## config.mk

```make
export PLATFORM = sky130hd
export DESIGN_NAME = uart_flag_ctrl
export DESIGN_NICKNAME = d
export VERILOG_FILES = /design/src/rtl/uflg_pkg.sv /design/src/rtl/uflg_tx_fsm.sv /design/src/rtl/uflg_rx_track.sv /design/src/rtl/uflg_regif.sv /design/src/rtl/uart_flag_ctrl.sv
export SDC_FILE = /design/constraint.sdc
export NUM_CORES = 1
export LEC_CHECK = 0
export ABC_AREA = 0
export BUFFER_PORTS_ARGS = -buffer_cell sky130_fd_sc_hd__buf_2
export CORE_AREA = 4 4 74 76
export CTS_BUF_LIST = sky130_fd_sc_hd__clkbuf_4 sky130_fd_sc_hd__clkbuf_8 sky130_fd_sc_hd__clkbuf_16
export DETAILED_ROUTE_END_ITERATION = 6
export DIE_AREA = 0 0 78 80
export PLACE_DENSITY = 0.73
export SETUP_SLACK_MARGIN = 0.2
export SLEW_MARGIN = 30
export SYNTH_ARGS = -nofsm -noshare
export SYNTH_HDL_FRONTEND = slang
export SYNTH_HIERARCHICAL = 1
export SYNTH_SLANG_ARGS = --single-unit
```

## constraint.sdc

```tcl
create_clock -name clk -period 2.3 [get_ports clk]
set_input_delay 0.23 -clock clk [delete_from_list [all_inputs] [get_ports clk]]
set_output_delay 0.23 -clock clk [all_outputs]
set_load 0.02 [all_outputs]
```

## src/rtl/uflg_pkg.sv

```systemverilog
package uflg_pkg;

    localparam int REG_W = 8;

    typedef enum logic [1:0] {
        ADDR_STAT = 2'd0,
        ADDR_CTLA = 2'd1,
        ADDR_CTLB = 2'd2,
        ADDR_DATA = 2'd3
    } uflg_addr_e;

    // Field order equals status bit order, 7 down to 0.
    typedef struct packed {
        logic txe;
        logic txc;
        logic rxf;
        logic idl;
        logic ovr;
        logic nse;
        logic frm;
        logic par;
    } uflg_status_t;

    typedef enum logic [1:0] {
        TX_EMPTY  = 2'd0,
        TX_QUEUED = 2'd1,
        TX_SHIFT  = 2'd2,
        TX_BOTH   = 2'd3
    } tx_state_e;

    typedef enum logic [1:0] {
        IDS_HUNT = 2'd0,
        IDS_SEEN = 2'd1,
        IDS_LOCK = 2'd2
    } idle_state_e;

endpackage

```

## src/rtl/uflg_tx_fsm.sv

```systemverilog
module uflg_tx_fsm
    import uflg_pkg::*;
(
    input  logic             clk,
    input  logic             rst_n,
    input  logic             data_wr,
    input  logic [REG_W-1:0] wdata,
    input  logic             load_stb,
    input  logic             shift_done_stb,
    input  logic             brk_busy,
    input  logic             clr_txe,
    input  logic             clr_txc,
    output logic             txe,
    output logic             txc,
    output logic [REG_W-1:0] tx_data,
    output logic             tx_full
);

    tx_state_e st_q, st_d;

    always_ff @(posedge clk or negedge rst_n) begin
        if (!rst_n) st_q <= TX_EMPTY;
        else        st_q <= st_d;
    end

    always_comb begin
        st_d = st_q;
        unique case (st_q)
            TX_EMPTY:  if (data_wr) st_d = TX_QUEUED;
            TX_QUEUED: if (load_stb) st_d = TX_SHIFT;
            TX_SHIFT: begin
                if (shift_done_stb && data_wr) st_d = TX_QUEUED;
                else if (data_wr)              st_d = TX_BOTH;
                else if (shift_done_stb)       st_d = TX_EMPTY;
            end
            TX_BOTH:   if (shift_done_stb) st_d = TX_QUEUED;
            default:   st_d = TX_EMPTY;
        endcase
    end

    logic txe_q, txc_q;
    logic [REG_W-1:0] data_q;
    logic set_txe, set_txc;

    assign set_txe = load_stb && (st_q == TX_QUEUED);
    assign set_txc = (st_q == TX_EMPTY) && !brk_busy && !data_wr;

    always_ff @(posedge clk or negedge rst_n) begin
        if (!rst_n) begin
            txe_q  <= 1'b1;
            txc_q  <= 1'b1;
            data_q <= '0;
        end else begin
            if (set_txe)      txe_q <= 1'b1;
            else if (clr_txe) txe_q <= 1'b0;
            if (set_txc)      txc_q <= 1'b1;
            else if (clr_txc) txc_q <= 1'b0;
            if (data_wr)      data_q <= wdata;
        end
    end

    assign txe     = txe_q;
    assign txc     = txc_q;
    assign tx_data = data_q;
    assign tx_full = (st_q == TX_QUEUED) || (st_q == TX_BOTH);


    txe_rise_chk: assert property (@(posedge clk) disable iff (!rst_n)
        $rose(txe_q) |-> $past(load_stb && st_q == TX_QUEUED));


    txc_rise_chk: assert property (@(posedge clk) disable iff (!rst_n)
        $rose(txc_q) |-> $past(st_q == TX_EMPTY && !brk_busy));

endmodule

```

## src/rtl/uflg_rx_track.sv

```systemverilog
module uflg_rx_track
    import uflg_pkg::*;
#(
    parameter int IDLE_ONES_8 = 10,
    parameter int IDLE_ONES_9 = 11
) (
    input  logic             clk,
    input  logic             rst_n,
    input  logic             char_stb,
    input  logic [REG_W-1:0] char_data,
    input  logic             bit_stb,
    input  logic             bit_val,
    input  logic             nine_bit,
    input  logic             noise_stb,
    input  logic             frame_stb,
    input  logic             parity_stb,
    input  logic             clr_rxf,
    input  logic             clr_idl,
    input  logic             clr_ovr,
    input  logic             clr_nse,
    input  logic             clr_frm,
    input  logic             clr_par,
    output logic             rxf,
    output logic             idl,
    output logic             ovr,
    output logic             nse,
    output logic             frm,
    output logic             par,
    output logic [REG_W-1:0] rx_data
);

    localparam int IDLE_MAX = (IDLE_ONES_9 > IDLE_ONES_8) ? IDLE_ONES_9 : IDLE_ONES_8;
    localparam int CNT_W    = $clog2(IDLE_MAX + 1);
    localparam logic [CNT_W-1:0] THR8 = CNT_W'(IDLE_ONES_8);
    localparam logic [CNT_W-1:0] THR9 = CNT_W'(IDLE_ONES_9);

    idle_state_e ids_q, ids_d;
    logic [CNT_W-1:0] ones_q, ones_inc, thr;
    logic hit;

    assign thr      = nine_bit ? THR9 : THR8;
    assign ones_inc = ones_q + CNT_W'(1);
    assign hit      = (ids_q == IDS_HUNT) && bit_stb && bit_val && (ones_inc == thr);

    always_ff @(posedge clk or negedge rst_n) begin
        if (!rst_n) ids_q <= IDS_HUNT;
        else        ids_q <= ids_d;
    end

    always_comb begin
        ids_d = ids_q;
        unique case (ids_q)
            IDS_HUNT: if (hit)      ids_d = IDS_SEEN;
            IDS_SEEN: if (clr_idl)  ids_d = IDS_LOCK;
            IDS_LOCK: if (char_stb) ids_d = IDS_HUNT;
            default:  ids_d = IDS_HUNT;
        endcase
    end

    always_ff @(posedge clk or negedge rst_n) begin
        if (!rst_n)                       ones_q <= '0;
        else if (ids_q != IDS_HUNT)       ones_q <= '0;
        else if (bit_stb) begin
            if (!bit_val || hit)          ones_q <= '0;
            else                          ones_q <= ones_inc;
        end
    end

    logic rxf_q, idl_q, ovr_q, nse_q, frm_q, par_q;
    logic [REG_W-1:0] data_q;
    logic unread;

    assign unread = rxf_q && !clr_rxf;

    always_ff @(posedge clk or negedge rst_n) begin
        if (!rst_n) begin
            rxf_q  <= 1'b0;
            idl_q  <= 1'b0;
            ovr_q  <= 1'b0;
            nse_q  <= 1'b0;
            frm_q  <= 1'b0;
            par_q  <= 1'b0;
            data_q <= '0;
        end else begin
            if (char_stb && unread)       ovr_q <= 1'b1;
            else if (clr_ovr)             ovr_q <= 1'b0;
            if (char_stb && !unread) begin
                rxf_q  <= 1'b1;
                data_q <= char_data;
            end else if (clr_rxf) begin
                rxf_q  <= 1'b0;
            end
            if (hit)             idl_q <= 1'b1;
            else if (clr_idl)    idl_q <= 1'b0;
            if (noise_stb)       nse_q <= 1'b1;
            else if (clr_nse)    nse_q <= 1'b0;
            if (frame_stb)       frm_q <= 1'b1;
            else if (clr_frm)    frm_q <= 1'b0;
            if (parity_stb)      par_q <= 1'b1;
            else if (clr_par)    par_q <= 1'b0;
        end
    end

    assign rxf     = rxf_q;
    assign idl     = idl_q;
    assign ovr     = ovr_q;
    assign nse     = nse_q;
    assign frm     = frm_q;
    assign par     = par_q;
    assign rx_data = data_q;


    ovr_keep_chk: assert property (@(posedge clk) disable iff (!rst_n)
        (char_stb && rxf_q && !clr_rxf) |=> (ovr_q && $stable(data_q)));


    idle_rise_chk: assert property (@(posedge clk) disable iff (!rst_n)
        $rose(idl_q) |-> $past(ids_q == IDS_HUNT && bit_stb && bit_val));


    idle_lock_chk: assert property (@(posedge clk) disable iff (!rst_n)
        (ids_q == IDS_LOCK) |=> !idl_q);

endmodule

```

## src/rtl/uflg_regif.sv

```systemverilog
module uflg_regif
    import uflg_pkg::*;
(
    input  logic             clk,
    input  logic             rst_n,
    input  logic [1:0]       reg_sel,
    input  logic             reg_rd,
    input  logic             reg_wr,
    input  logic [REG_W-1:0] reg_wdata,
    input  uflg_status_t     status_i,
    input  logic [REG_W-1:0] rx_data,
    output logic [REG_W-1:0] reg_rdata,
    output logic [3:0]       ien_trx,
    output logic [3:0]       ien_err,
    output logic             data_wr,
    output logic             data_rd,
    output uflg_status_t     clr_o
);

    uflg_status_t arm_q;
    logic [3:0] ien_trx_q, ien_err_q;
    logic stat_rd;

    assign stat_rd = reg_rd && (reg_sel == ADDR_STAT);
    assign data_rd = reg_rd && (reg_sel == ADDR_DATA);
    assign data_wr = reg_wr && (reg_sel == ADDR_DATA);

    always_ff @(posedge clk or negedge rst_n) begin
        if (!rst_n) begin
            ien_trx_q <= '0;
            ien_err_q <= '0;
        end else if (reg_wr) begin
            if (reg_sel == ADDR_CTLA) ien_trx_q <= reg_wdata[7:4];
            if (reg_sel == ADDR_CTLB) ien_err_q <= reg_wdata[3:0];
        end
    end

    always_ff @(posedge clk or negedge rst_n) begin
        if (!rst_n) begin
            arm_q <= '0;
        end else if (stat_rd) begin
            arm_q <= status_i;
        end else begin
            if (data_wr) begin
                arm_q.txe <= 1'b0;
                arm_q.txc <= 1'b0;
            end
            if (data_rd) begin
                arm_q.rxf <= 1'b0;
                arm_q.idl <= 1'b0;
                arm_q.ovr <= 1'b0;
                arm_q.nse <= 1'b0;
                arm_q.frm <= 1'b0;
                arm_q.par <= 1'b0;
            end
        end
    end

    always_comb begin
        clr_o = '0;
        if (data_wr) begin
            clr_o.txe = arm_q.txe;
            clr_o.txc = arm_q.txc;
        end
        if (data_rd) begin
            clr_o.rxf = arm_q.rxf;
            clr_o.idl = arm_q.idl;
            clr_o.ovr = arm_q.ovr;
            clr_o.nse = arm_q.nse;
            clr_o.frm = arm_q.frm;
            clr_o.par = arm_q.par;
        end
    end

    always_comb begin
        unique case (reg_sel)
            ADDR_STAT: reg_rdata = status_i;
            ADDR_CTLA: reg_rdata = {ien_trx_q, 4'b0000};
            ADDR_CTLB: reg_rdata = {4'b0000, ien_err_q};
            ADDR_DATA: reg_rdata = rx_data;
            default:   reg_rdata = '0;
        endcase
    end

    assign ien_trx = ien_trx_q;
    assign ien_err = ien_err_q;


    clr_armed_chk: assert property (@(posedge clk) disable iff (!rst_n)
        (clr_o.rxf || clr_o.txe) |-> (data_rd || data_wr));

endmodule

```

## src/rtl/uart_flag_ctrl.sv

```systemverilog
module uart_flag_ctrl
    import uflg_pkg::*;
#(
    parameter int IDLE_ONES_8 = 10,
    parameter int IDLE_ONES_9 = 11
) (
    input  logic       clk,
    input  logic       rst_n,
    input  logic [1:0] reg_sel,
    input  logic       reg_rd,
    input  logic       reg_wr,
    input  logic [7:0] reg_wdata,
    output logic [7:0] reg_rdata,
    input  logic       tx_load_stb,
    input  logic       tx_shift_done_stb,
    input  logic       tx_brk_busy,
    output logic [7:0] tx_data,
    output logic       tx_full,
    input  logic       rx_char_stb,
    input  logic [7:0] rx_char_data,
    input  logic       rx_bit_stb,
    input  logic       rx_bit_val,
    input  logic       rx_nine_bit,
    input  logic       rx_noise_stb,
    input  logic       rx_frame_stb,
    input  logic       rx_parity_stb,
    output logic       tx_irq,
    output logic       rx_irq,
    output logic       err_irq
);

    uflg_status_t status, clr;
    logic [REG_W-1:0] rx_data;
    logic [3:0] ien_trx, ien_err;
    logic data_wr, data_rd;

    uflg_tx_fsm u_tx (
        .clk            (clk),
        .rst_n          (rst_n),
        .data_wr        (data_wr),
        .wdata          (reg_wdata),
        .load_stb       (tx_load_stb),
        .shift_done_stb (tx_shift_done_stb),
        .brk_busy       (tx_brk_busy),
        .clr_txe        (clr.txe),
        .clr_txc        (clr.txc),
        .txe            (status.txe),
        .txc            (status.txc),
        .tx_data        (tx_data),
        .tx_full        (tx_full)
    );

    uflg_rx_track #(
        .IDLE_ONES_8 (IDLE_ONES_8),
        .IDLE_ONES_9 (IDLE_ONES_9)
    ) u_rx (
        .clk        (clk),
        .rst_n      (rst_n),
        .char_stb   (rx_char_stb),
        .char_data  (rx_char_data),
        .bit_stb    (rx_bit_stb),
        .bit_val    (rx_bit_val),
        .nine_bit   (rx_nine_bit),
        .noise_stb  (rx_noise_stb),
        .frame_stb  (rx_frame_stb),
        .parity_stb (rx_parity_stb),
        .clr_rxf    (clr.rxf),
        .clr_idl    (clr.idl),
        .clr_ovr    (clr.ovr),
        .clr_nse    (clr.nse),
        .clr_frm    (clr.frm),
        .clr_par    (clr.par),
        .rxf        (status.rxf),
        .idl        (status.idl),
        .ovr        (status.ovr),
        .nse        (status.nse),
        .frm        (status.frm),
        .par        (status.par),
        .rx_data    (rx_data)
    );

    uflg_regif u_reg (
        .clk       (clk),
        .rst_n     (rst_n),
        .reg_sel   (reg_sel),
        .reg_rd    (reg_rd),
        .reg_wr    (reg_wr),
        .reg_wdata (reg_wdata),
        .status_i  (status),
        .rx_data   (rx_data),
        .reg_rdata (reg_rdata),
        .ien_trx   (ien_trx),
        .ien_err   (ien_err),
        .data_wr   (data_wr),
        .data_rd   (data_rd),
        .clr_o     (clr)
    );

    assign tx_irq  = (status.txe & ien_trx[3]) | (status.txc & ien_trx[2]);
    assign rx_irq  = (status.rxf & ien_trx[1]) | (status.idl & ien_trx[0]);
    assign err_irq = |({status.ovr, status.nse, status.frm, status.par} & ien_err);


    rxf_fall_chk: assert property (@(posedge clk) disable iff (!rst_n)
        $fell(status.rxf) |-> $past(reg_rd && reg_sel == ADDR_DATA));


    set_wins_chk: assert property (@(posedge clk) disable iff (!rst_n)
        (rx_noise_stb) |=> status.nse);

endmodule

```

## Word level (Yosys, flattened, before mapping)

Cells that the tools add are included.

- Input port bits: 32
- Word-level logic and storage cells: 124
- Register bits: 48
- Output and inout port bits: 20

- Eq/ne operators: 16
- Reductions and logical operators: 40
- Mux-type cells: 37
- Add/subtract/negate cells: 1
- Bitwise gates (word level): 7

Operators with widths:

| operator | count |
|---|---|
| 8-bit case mux with 4 select lines | 1 |
| 2-bit nonzero test | 12 |
| 2-bit two-way mux | 11 |
| 1-bit two-way mux | 17 |
| 1-bit logical AND | 13 |
| 4-bit two-way mux | 3 |
| 6-bit two-way mux | 2 |
| 2-bit == test, second input constant | 5 |
| 8-bit two-way mux | 1 |
| 2-bit != test, second input constant | 4 |
| 2-bit case mux with 4 select lines | 1 |
| 2-bit by 1-bit == test with 1-bit output, second input constant | 3 |
| 2-bit logical NOT | 3 |
| 2-bit case mux with 3 select lines | 1 |
| 1-bit logical NOT | 5 |
| 4-bit by 1-bit adder with 4-bit output, second input constant | 1 |
| 1-bit bitwise AND | 4 |
| 4-bit bitwise AND | 1 |
| 4-bit == test | 1 |
| 2-bit by 1-bit != test with 1-bit output, second input constant | 2 |
| 4-bit by 2-bit != test with 1-bit output, second input constant | 1 |
| 2-bit AND reduction | 2 |
| 4-bit AND reduction | 1 |
| 4-bit OR reduction | 1 |
| other kinds (3) | 5 |

## Logic depth before layout (Yosys ltp)

- Word-level depth: 8
- Gate-level depth with buffers: 7
- Gate-level depth less buffers: 5

## Cells and area by module

The synthesis kept the hierarchy.

By module, submodules not included:

| module | sequential area each (um^2) | instances | area an instance (um^2) | cells each |
|---|---|---|---|---|
| uflg_regif | 400.4 | 1 | 948.4 | 91 |
| uflg_rx_track | 500.5 | 1 | 923.4 | 77 |
| uflg_tx_fsm | 302.8 | 1 | 600.6 | 48 |
| uart_flag_ctrl | 0.0 | 1 | 36.3 | 5 |

## Worst setup path before layout

OpenSTA, ideal clock, no wires.

- Kind: input port to flip-flop
- Start: input reg_rd
- End: register u_rx.data_q[0] (netlist: u_rx/rx_data[0])
- Stages on the path: 7
- Setup time: 0.125 ns
- Arrival time: 1.531 ns
- Slack: 0.644 ns
- Data required time: 2.175 ns
- Buffers on the path: 2
- Cells stage by stage: buf_2 and3_1 buf_2 and2_1 nand2b_1 nand2_1 mux2_2

RTL lines:

| element | line | text |
|---|---|---|
| start: declaration | uart_flag_ctrl.sv:10 | `input logic reg_rd,` |
| end signal: assignment | uflg_rx_track.sv:89 | `data_q <= char_data;` |
| end: declaration | uflg_rx_track.sv:70 | `logic [REG_W-1:0] data_q;` |

## Worst setup path in the final report

- Start: register u_tx.st_q[1]
- End: register u_tx.st_q[0]

- Longest elaborated chain between the ends: 3
- Elaborated cells between the ends (all ways): 10
- Classes of those cells: eq/ne: 7; mux: 1; reduce/logical: 2

Ends and longest elaborated chain:

| element | line | text |
|---|---|---|
| start: declaration | uflg_tx_fsm.sv:19 | `tx_state_e st_q, st_d;` |
| start signal: assignment | uflg_tx_fsm.sv:23 | `else st_q <= st_d;` |
| 2-bit == test (tied with other cells) | uflg_tx_fsm.sv:28 | `unique case (st_q)` |
| 4-bit by 2-bit != test with 1-bit output (no line) (tied with other cells) | -- |  |
| 4-bit AND reduction (no line) | -- |  |

Parallel ways exist; a longest one is shown, timed or not.
A chain may end at the register's enable or synchronous reset.

==> results.json <==
{
  "p_per_area_nw_per_um2": 865,
  "setup_viol_count_final": 0,
  "die_area_um2": 6240,
  "drv_slew": 0,
  "synth_cell_types": 49,
  "syn-mean-instance-area_um2": 11.4,
  "synth.most_common_cell": "dfrtp_1",
  "io_buffers": 51,
  "wl_mm": 5.21,
  "htreeDepth": 2,
  "netlist_area_um2": 2510,
  "max_clock_freq_mhz": 592,
  "ys_seq_elements": 48,
  "nNetsFinal": 315,
  "yosysSeqAreaShare": 0.480,
  "comb_power_share": 0.289,
  "seq_area_um2": 1200,
  "synth_area_leaders": "dfrtp_1 46%, mux2_2 7.2%, mux2i_1 3.6%",
  "syn_to_final_growth_pct": 18.0,
  "r2r_start": "u_tx/st_q[1]",
  "drtPass1Iterations": 4,
  "avgRoutedWirePerCell_um": 15.1,
  "yosys.area.top_type_share": 0.459,
  "finalHoldViolCount": 0,
  "met2_length_mm": 2.48,
  "multi_input_area_um2": 1210,
  "cts.sinks": 48,
  "die_h_um": 80,
  "reg2reg_slack_ns": 0.61,
  "finalCoreUtilization": 0.627,
  "start_util": 0.531,
  "met1_length_mm": 2.42,
  "synthArstFlopShare": 1.00,
  "rr_endpoint": "u_tx/st_q[0]",
  "path_clk_slew_ns": 0.09,
  "ant_nets": 0,
  "maxCapViolCount": 0,
  "criticalPathCategory": "register to register",
  "fin_crit_ns": 1.69,
  "min_to": "u_rx/nse",
  "clock_path_buffers": 2,
  "whs_path_depth": 2,
  "wl_met3_um": 236,
  "synth_cells": 221,
  "syn_nets": 259,
  "drt_iter0_drc": 60,
  "hp-class": "input pin to register",
  "ff2ff_path_depth": 5,
  "ys_top_cells_by_count": "46 x dfrtp_1, 19 x nand2_1, 16 x mux2_2, 15 x o21ai_0, 12 x inv_1",
  "total_power_mw": 2.56,
  "grt_antenna_before_repair": 0,
  "irDropWorstVdd_mv": 0.564,
  "synth_edf_count": 0,
  "synth_largest_area_cell": "dfrtp_1",
  "worst_slew_pin_slew_ns": 0.520,
  "cts_tree": "yes",
  "diodes": 0,
  "fillers": 391,
  "grt_overflow": 0,
  "ioPinCount": 52,
  "synth_top_flop_cell": "dfrtp_1",
  "critPathArrivalTime_ns": 1.87,
  "critical_path.startpoint_type": "register",
  "grt_pass1_vias": 1847,
  "worstPathRequired_ns": 2.48,
  "rsz0062_at_grt": "no",
  "drc": 0,
  "power.leakage_nw": 1.42,
  "cts_buffers": 5,
  "final.setup_skew_ns": 0.00680,
  "routed.top_layer": "met4",
  "ctsResizeCount": 0,
  "grt_use_total": 0.184,
  "cp_max_fo": 5,
  "gp_congestion": 0.851,
  "via_per_inst": 5.34,
  "grt_pass1_wl_mm": 9.01,
  "grt_max_degree": 18,
  "num_rows": 25,
  "pwr-share-clk": 0.249,
  "p_switching_uw": 814,
  "min_period_over_period": 0.734,
  "vias": 1842,
  "switching_share": 0.318,
  "tns_ns": 0,
  "die_width_um": 78,
  "clk-insertion-delay-late_ns": 0.30,
  "drive_gt1_frac": 0.320,
  "hp-start": "rx_noise_stb",
  "ys_warn_count": 6,
  "endpoint_kind": "register",
  "outcome": "completed",
  "intPower_mw": 1.75,
  "core_region_area_um2": 4720,
  "relSlewSlack": 0.651,
  "hpwl_mm": 4.05,
  "clockRootBuffer": "clkbuf_8",
  "power.share.sequential": 0.463
}
## registers in the layout (all words and copies together) (netlist names), 2 cells and up
name	cells
u_rx/rx_data	8
u_tx/tx_data	8
u_reg/ien_err	4
u_rx/ids_q	2
u_reg/ien_trx	4
u_reg/arm_q	8
u_rx/ones_q	4
u_tx/st_q	2
## critical path, cell delays in order, from the launching register on
cell	delay, ns
dfrtp_1	0.40
inv_1	0.09
ha_1	0.24
nor2b_4	0.15
or3_1	0.36
a221o_1	0.34
## what timing repair did
item,4_1_cts,5_1_grt
buffers inserted,0,0
setup endpoints to repair,0,0
hold buffers,1,0
endpoints found under the hold margin,13,0
## area by class of cell
cell class | instances | share of cell area
Clock buffer | 6 | 0.0279
Tap cell | 67 | 0.0283
Sequential cell | 48 | 0.407
Clock inverter | 2 | 0.0131
Multi-Input combinational cell | 154 | 0.409
Timing Repair Buffer | 56 | 0.0997
Inverter | 12 | 0.0152
## kinds of logic (layout without fill, tap and decap cells)
logic type,Yosys count,after routing,synth area share
flops,48,48,0.480
xor+xnor,3,3,0.0105
compound gates,48,48,0.133
mux,33,33,0.144
fa+ha+maj,6,6,0.0299
simple gates,64,64,0.166
buf+inv,19,76,0.0374
## routing by layer
layer / GRT usage / vias up
li1: - / 909
met1: 0.253 / 884
met2: 0.283 / 42
met3: 0.0474 / 7
met4: 0.0612 / 0
met5: 0 / -
## metrics by stage
stage	setup WS, ns	hold WS (ns)	instance area [µm²]	instances
after global routing	0.557	0.0979	2960	345
after floorplan	0.644	-0.0656	2510	221
after detailed placement	0.514	0.170	2830	336
final	0.612	0.102	2960	345
after global placement	0.565	0.167	2830	336
after CTS	0.610	0.0972	2960	345
## power by group through the flow
stage	Combinational [mW]	Sequential, mW	Clock (mW)
4_1_cts	0.746	1.19	0.655
5_1_grt	0.822	1.21	0.701
6_report	0.739	1.19	0.637
2_1_floorplan	0.506	1.18	0
3_5_place_dp	0.744	1.20	0
3_3_place_gp	0.721	1.19	0
## how the worst max path moves through the flow
stage	start	slack (ns)	endpoint
3_3_place_gp	reg_rd	0.56	u_rx/rx_data[1]
4_1_cts	u_tx/st_q[1]	0.61	u_tx/st_q[0]
5_1_grt	u_tx/st_q[0]	0.56	u_tx/st_q[0]
2_1_floorplan	reg_rd	0.64	u_rx/rx_data[0]
6_report	u_tx/st_q[1]	0.61	u_tx/st_q[0]
3_5_place_dp	reg_sel[1]	0.51	u_rx/rx_data[2]
## cells in the final DEF (no fill, tap or decap), types with 8 or more instances in the layout
cell      n
a21o_1   10
and2_1    9
buf_2    51
dfrtp_1  46
inv_1    12
mux2_1    8
mux2_2   16
mux2i_1   9
nand2_1  19
o21ai_0  15
Note: power is estimated with default switching activity, not from simulation.
